===== src/rtl/dbs_pkg.sv =====
package dbs_pkg;

    typedef enum logic [2:0] {
        XK_NONE   = 3'd0,
        XK_COND   = 3'd1,
        XK_ALWAYS = 3'd2,
        XK_NEVER  = 3'd3,
        XK_CALL   = 3'd4
    } xfer_kind_e;

endpackage


===== src/rtl/dbs_xfer_decide.sv =====
module dbs_xfer_decide
    import dbs_pkg::*;
(
    input  xfer_kind_e kind_i,
    input  logic       taken_i,
    input  logic       annul_i,
    input  logic       live_i,
    output logic       redirect_o,
    output logic       kill_slot_o,
    output logic       link_req_o
);

    logic eff_taken;
    logic cancellable;

    always_comb begin
        eff_taken   = 1'b0;
        cancellable = 1'b0;
        unique case (kind_i)
            XK_COND: begin
                eff_taken   = taken_i;
                cancellable = 1'b1;
            end
            XK_ALWAYS: eff_taken = 1'b1;
            XK_NEVER: begin
                eff_taken   = 1'b0;
                cancellable = 1'b1;
            end
            XK_CALL:   eff_taken = 1'b1;
            default:   eff_taken = 1'b0;
        endcase
    end

    // The slot instruction survives a cancel request only when the branch goes.
    assign redirect_o  = live_i & eff_taken;
    assign kill_slot_o = live_i & cancellable & annul_i & ~eff_taken;
    assign link_req_o  = live_i & (kind_i == XK_CALL);

endmodule


===== src/rtl/dbs_addr_step.sv =====
module dbs_addr_step #(
    parameter int ADDR_W      = 32,
    parameter int INSTR_BYTES = 4
) (
    input  logic [ADDR_W-1:0] addr_i,
    output logic [ADDR_W-1:0] addr_o
);

    localparam logic [ADDR_W-1:0] STEP = ADDR_W'(INSTR_BYTES);

    assign addr_o = addr_i + STEP;

endmodule


===== src/rtl/dbs_pc_seq.sv =====
module dbs_pc_seq
    import dbs_pkg::*;
#(
    parameter int                ADDR_W      = 32,
    parameter int                INSTR_BYTES = 4,
    parameter logic [ADDR_W-1:0] RESET_PC    = '0
) (
    input  logic              clk,
    input  logic              rst_n,
    input  logic [2:0]        xfer_kind_i,
    input  logic              xfer_taken_i,
    input  logic              xfer_annul_i,
    input  logic [ADDR_W-1:0] xfer_target_i,
    output logic [ADDR_W-1:0] fetch_addr_o,
    output logic [ADDR_W-1:0] ex_pc_o,
    output logic              squash_o,
    output logic              link_we_o,
    output logic [ADDR_W-1:0] link_addr_o
);

    localparam logic [ADDR_W-1:0] STEP = ADDR_W'(INSTR_BYTES);

    typedef struct packed {
        logic [ADDR_W-1:0] pc;
        logic [ADDR_W-1:0] npc;
        logic [ADDR_W-1:0] ex_pc;
        logic              ex_valid;
        logic              squash;
        logic              link_we;
        logic [ADDR_W-1:0] link_addr;
    } seq_t;

    seq_t st_d, st_q;

    xfer_kind_e        kind;
    logic              ex_live;
    logic              redirect;
    logic              kill_slot;
    logic              link_req;
    logic [ADDR_W-1:0] sel_pc;
    logic [ADDR_W-1:0] sel_pc_next;

    assign kind    = xfer_kind_e'(xfer_kind_i);
    assign ex_live = st_q.ex_valid & ~st_q.squash;

    dbs_xfer_decide u_decide (
        .kind_i      (kind),
        .taken_i     (xfer_taken_i),
        .annul_i     (xfer_annul_i),
        .live_i      (ex_live),
        .redirect_o  (redirect),
        .kill_slot_o (kill_slot),
        .link_req_o  (link_req)
    );

    assign sel_pc = redirect ? xfer_target_i : st_q.npc;

    dbs_addr_step #(
        .ADDR_W      (ADDR_W),
        .INSTR_BYTES (INSTR_BYTES)
    ) u_step (
        .addr_i (sel_pc),
        .addr_o (sel_pc_next)
    );

    always_comb begin
        st_d           = st_q;
        st_d.pc        = sel_pc;
        st_d.npc       = sel_pc_next;
        st_d.ex_pc     = st_q.pc;
        st_d.ex_valid  = 1'b1;
        st_d.squash    = kill_slot;
        st_d.link_we   = link_req;
        st_d.link_addr = st_q.ex_pc;
    end

    always_ff @(posedge clk) begin
        if (!rst_n) begin
            st_q.pc        <= RESET_PC;
            st_q.npc       <= RESET_PC + STEP;
            st_q.ex_pc     <= '0;
            st_q.ex_valid  <= 1'b0;
            st_q.squash    <= 1'b0;
            st_q.link_we   <= 1'b0;
            st_q.link_addr <= '0;
        end else begin
            st_q <= st_d;
        end
    end

    assign fetch_addr_o = st_q.pc;
    assign ex_pc_o      = st_q.ex_pc;
    assign squash_o     = st_q.squash;
    assign link_we_o    = st_q.link_we;
    assign link_addr_o  = st_q.link_addr;

endmodule


===== config.mk =====
export PLATFORM = sky130hd
export DESIGN_NAME = dbs_pc_seq
export DESIGN_NICKNAME = d
export VERILOG_FILES = /design/src/rtl/dbs_pkg.sv /design/src/rtl/dbs_xfer_decide.sv /design/src/rtl/dbs_addr_step.sv /design/src/rtl/dbs_pc_seq.sv
export SDC_FILE = /design/constraint.sdc
export NUM_CORES = 1
export LEC_CHECK = 0
export BUFFER_PORTS_ARGS = -buffer_cell sky130_fd_sc_hd__buf_2
export CAP_MARGIN = 15
export CELL_PAD_IN_SITES_DETAIL_PLACEMENT = 1
export CELL_PAD_IN_SITES_GLOBAL_PLACEMENT = 2
export CORE_ASPECT_RATIO = 1.4
export CORE_MARGIN = 3
export CORE_UTILIZATION = 29
export DETAILED_ROUTE_END_ITERATION = 8
export HOLD_SLACK_MARGIN = 0.15
export PLACE_DENSITY = 0.85
export SETUP_SLACK_MARGIN = 0.5
export SLEW_MARGIN = 15
export SYNTH_ARGS = -nofsm -noshare
export SYNTH_HDL_FRONTEND = slang
export SYNTH_SLANG_ARGS = --single-unit

===== constraint.sdc =====
create_clock -name clk -period 2.7 [get_ports clk]
set_input_delay 0 -clock clk [delete_from_list [all_inputs] [get_ports clk]]
set_output_delay 0 -clock clk [all_outputs]
set_load 0.03 [all_outputs]

* Word level (Yosys, flattened, before mapping)
Cells that the tools add are included.
Storage, ports and cells: register bits 131, bits of input ports 39, word-level logic and storage cells 26
Operators by class: $add $sub $neg 1, equality and inequality tests 4, muxes and demuxes 4, bitwise gates (word level) 8, reductions and logical operators 2
Operators with widths (count):
- 35-bit 2-to-1 mux | 1
- 32-bit by 3-bit adder with 32-bit output, second input constant | 1
- 32-bit 2-to-1 mux | 1
- 1-bit bitwise AND | 6
- 3-bit by 2-bit equality test with 1-bit output, second input constant | 2
- 2-bit OR reduction | 2
- 3-bit by 1-bit equality test with 1-bit output, second input constant | 1
- 3-bit equality test, second input constant | 1
- 1-bit NOT | 2
- 1-bit case mux with 2 select lines | 1
- 1-bit 2-to-1 mux | 1

* Longest topological paths before layout
depth in word-level cells 7, depth in mapped cells 12, gate-level depth less buffers 10

* Modules after synthesis
Synthesis repeated with hierarchy kept, for this count alone.
Second synthesis, totals: cell total of the unflattened synthesis 498, area total of the unflattened synthesis 5431.5 µm²
By module, submodules not included:
- dbs_pc_seq | times used 1, cells each 408, area each 4790.8 µm²
- dbs_addr_step | times used 1, cells each 83, area each 580.6 µm²
- dbs_xfer_decide | times used 1, cells each 7, area each 60.1 µm²

* Least setup slack after synthesis
OpenSTA, ideal clock, no wires.
path kind reg-to-reg, start reg st_q (netlist bit squash_o), end reg st_q[95] in the netlist's numbering, library setup time 0.123 ns, arrival 2.858 ns, data required time 2.577 ns, setup slack -0.281 ns, cell stages (with the launch flop) 13, buffers on the path 2, cell sequence dfxtp_1 -> nand2b_1 -> a31oi_4 -> buf_6 -> buf_2 -> mux2i_1 -> inv_1 -> ha_1 -> nand2_1 -> nor4_1 -> mux2i_2 -> a2111oi_4 -> mux2_1
Between the ends: longest elaborated chain between the ends 5
Ends and longest elaborated chain:
- start, declared | RTL line dbs_pc_seq.sv:33 | seq_t st_d, st_q;
- start signal, assigned | RTL line dbs_pc_seq.sv:87 | st_q <= st_d;
- 1-bit NOT | RTL line dbs_pc_seq.sv:44 | assign ex_live = st_q.ex_valid & ~st_q.squash;
- 1-bit bitwise AND | RTL line dbs_pc_seq.sv:44
- 1-bit bitwise AND | RTL line dbs_xfer_decide.sv:35 | assign redirect_o = live_i & eff_taken;
- 32-bit 2-to-1 mux | RTL line dbs_pc_seq.sv:56 | assign sel_pc = redirect ? xfer_target_i : st_q.npc;
- named net sel_pc[2] | RTL line dbs_pc_seq.sv:40 | logic [ADDR_W-1:0] sel_pc;
- 32-bit by 3-bit adder with 32-bit output | RTL line dbs_addr_step.sv:11 | assign addr_o = addr_i + STEP;
The timed path passes the listed nets, and every way through them passes these cells. A chain may end at the register's enable or synchronous reset.

* Worst setup path in the final report
start reg st_q (netlist bit squash_o), end reg st_q[91] in the netlist's numbering
The elaborated chain is that of the path after synthesis.

==> impl_metrics.toml <==
[status]
run_status = "completed"

[placement]
io_buffer_count = 136
place_congestion = 0.862
dp.cells = 838
detailed_place_hpwl_mm = 10.3

[power]
static-leakage-power_nw = 3.03
power_per_cell_area_nw_per_um2 = 666
vdd_drop_max_v = 0.000418
total_power_w = 0.00462

[drt]
wl_met1_mm = 5.88
drt_first_pass_iters = 4
dr_wl_met2_mm = 7.53
vias_cell = 4.44
routed_wirelength_mm = 14.3
via_count = 4067
ant_nets = 0
top_layer = "met4"
drt_iter0_markers = 174
route.detailed.wl_per_inst_um = 15.7
drc_errors = 0
wl_met3_um = 593

[die]
io-pin-count = 137
die_w_um = 123
fp-row-count = 59
start_util = 0.298
fp.dieArea_sq_um = 21000
core_area_sq_um = 18800
die_height_um = 170

[logic_synthesis]
synth_area_sq_um = 5580
synth_ff_type = "dfxtp_1"
synth-edff-count = 0
synthTopCellsByArea = "dfxtp_1 46%, buf_4 13%, and2_1 8.5%"
syn_inst = 567
synth-warning-count = 0
synth_fp_nets = 607
netlist.top_cell.by_area = "dfxtp_1"
post-synth-top-area-fraction = 0.463
postSynth.asyncResetShare = 0
synth_seq_cells = 129
syn_area_per_cell_sq_um = 9.85
yosys.cell_types.count = 48
synth.yosys.seq_area_share = 0.463

[global_routing]
grt_antenna_before_repair = 0
overflow = 0
grt_usage = 0.138
grt_max_degree = 79
global_route_wire_length_before_repair_mm = 22.7
first_global_vias = 4353

[sta]
layout_worst_path_cycle_share = 0.856
hold_viol_final = 0
timing.slew.headroom = 0.513
fin_worst_skew_ns = 0.00995
slew_viol_final = 0
setup_tns_ns = 0
rsz_0062_raised_after_global_routing = "yes"
worstMarginPinSlew_ns = 0.711
timing.final.crit_period_ns = 2.31
max_freq_ghz = 0.433
report.final.setup_viol = 0

[job]
maxCapViolations = 0

[critical_path]
start_kind = "register"
crit_fanout = 7
timing.critical_path.arrival_ns = 2.60
path_class = "register to register"
worstPathCellList = "nand2b_4 > a31oi_4 > mux2i_2 > inv_1 > ha_4 > nand2_2 > nor4_4 > mux2i_4 > nor3_2 > mux2_2"
critPathSlowestCell = "mux2i_4"
setup.worst_path.end_class = "register"
slowest_delay_ns = 0.37
worst_ep_required_time_ns = 2.99

[clock_network]
clk-insertion-delay-late_ns = 0.41
cts_buffer_depth = 2
clock_transition_at_the_registers_of_the_reported_paths_ns = 0.06
tritoncts_num_sinks = 129
clock_tree.htree_level_count = 4
clock-root-buffer = "clkbuf_16"
tritoncts.num_buffers = 17
cts_tree = "done"

[cells_and_area]
layout.cells.non_filler = 916
nets = 704
final_layout_size_suffix_gt1_frac = 0.324
synth_to_final_area_change_pct = 24.2
antennaDiodeCount = 0
final_core_util = 0.370

[hold_path]
min_path_type = "input port to register"
[through the flow]
stage / hold WS, ns / instance area (sq um) / setup slack, ns
after CTS: 0.346 / 6880 / 0.384
after floorplan: 0.0277 / 5660 / 0.207
after detailed placement: 0.258 / 5850 / 0.163
after global placement: 0.246 / 5850 / 0.254
after global routing: 0.401 / 6930 / 0.273
final: 0.354 / 6930 / 0.388
[where the power goes]
group	total (W)	switching [W]	leakage, nW	internal (W)
clock network	0.00208	0.000796	0.249	0.00128
registers	0.00203	0.0000501	1.05	0.00198
logic	0.000511	0.000301	1.74	0.000209
total	0.00462	0.00115	3.03	0.00347
[placed cells by master, fill, tap and decap left out, types with 9 or more instances in the layout]
master and instances:
buf_2 136, dfxtp_1 128, and2_1 76, dlygate4sd3_1 43, nor2_1 42, mux2i_1 31
nand2_1 24, nor3_1 18, nand3_1 17, clkbuf_16 17, nand4_1 15, buf_4 13
a21oi_1 9, mux2_2 9
[synth_stat cells (2+ instances only)]
| cell type | n |
|---|---|
| dfxtp_1 | 129 |
| buf_4 | 97 |
| and2_1 | 76 |
| nor2_1 | 42 |
| mux2i_1 | 33 |
| nand2_1 | 27 |
| nor3_1 | 21 |
| nand3_1 | 17 |
| nand4_1 | 15 |
| clkbuf_1 | 13 |
| a21oi_1 | 9 |
| mux2_2 | 9 |
| inv_1 | 7 |
| mux2_1 | 7 |
| xnor2_1 | 7 |
| buf_6 | 5 |
| o21a_1 | 5 |
| mux2_4 | 4 |
| nor4_1 | 4 |
| a211oi_1 | 3 |
| nor3b_1 | 3 |
| xor2_1 | 3 |
| and3_1 | 2 |
| mux2i_2 | 2 |
| nand2b_1 | 2 |
| o21ai_0 | 2 |
| or3_1 | 2 |
[path summary, 6_finish.rpt]
kind / cells past startpoint / start / to / slack [ns]
worst max-delay path: 10 / squash_o$_SDFF_PN0_ / st_q[91]$_SDFF_PN0_ / 0.39
worst max register to register: 10 / squash_o$_SDFF_PN0_ / st_q[91]$_SDFF_PN0_ / 0.39
worst min-delay path: 6 / xfer_kind_i[1] / fetch_addr_o[3]$_SDFF_PN0_ / 0.35
worst min register to register: 1 / fetch_addr_o[25]$_SDFF_PN0_ / ex_pc_o[25]$_SDFF_PN0_ / 0.45
[per-layer routing]
layer  vias up  track usage
li1       1984            -
met2       115        0.249
met3        23       0.0249
met1      1945        0.159
met4         0       0.0569
met5         -            0
[what timing repair did]
action,4_1_cts,5_1_grt
resized for setup,3,11
endpoints found under the hold margin,61,0
setup buffers,7,1
hold buffers,43,0
pin swaps,1,1
setup endpoints to repair,12,18
[kinds of logic (layout without fill, tap and decap cells)]
logic type               after synthesis  after routing  synth area share
AND/OR/NAND/NOR                      219            219             0.212
flip-flops                           129            129             0.463
buffers and inverters                123            228             0.155
multiplexers                          56             56             0.111
AO/OA/AOI/OAI                         29             29            0.0412
XOR/XNOR                              10             10            0.0157
adder cells (fa/ha/maj)                1              1           0.00224
[worst max-delay path: cells and delay by family (launching register included)]
family | cells | cell delay (ns)
flops | 1 | 0.34
fa+ha+maj | 1 | 0.18
mux | 3 | 0.94
simple gates | 4 | 0.42
buf+inv | 1 | 0.10
compound gates | 1 | 0.23
[area by class of cell]
| cell class | instances | area [sq um] |
|---|---|---|
| clock inverters | 6 | 62.6 |
| fillers | 2133 | 11800 |
| inverters | 7 | 26.3 |
| well taps | 244 | 305 |
| multi-input cells | 315 | 2260 |
| flip-flops and latches | 129 | 2590 |
| repair buffers | 194 | 1230 |
| clock buffers | 21 | 460 |
[registers in the layout, summed over array words and instances (netlist names)]
signal	count
ex_pc_o	32
fetch_addr_o	32
link_addr_o	32
link_we_o	1
squash_o	1
st_q	31
No activity file was read; power rests on OpenSTA's default activity.
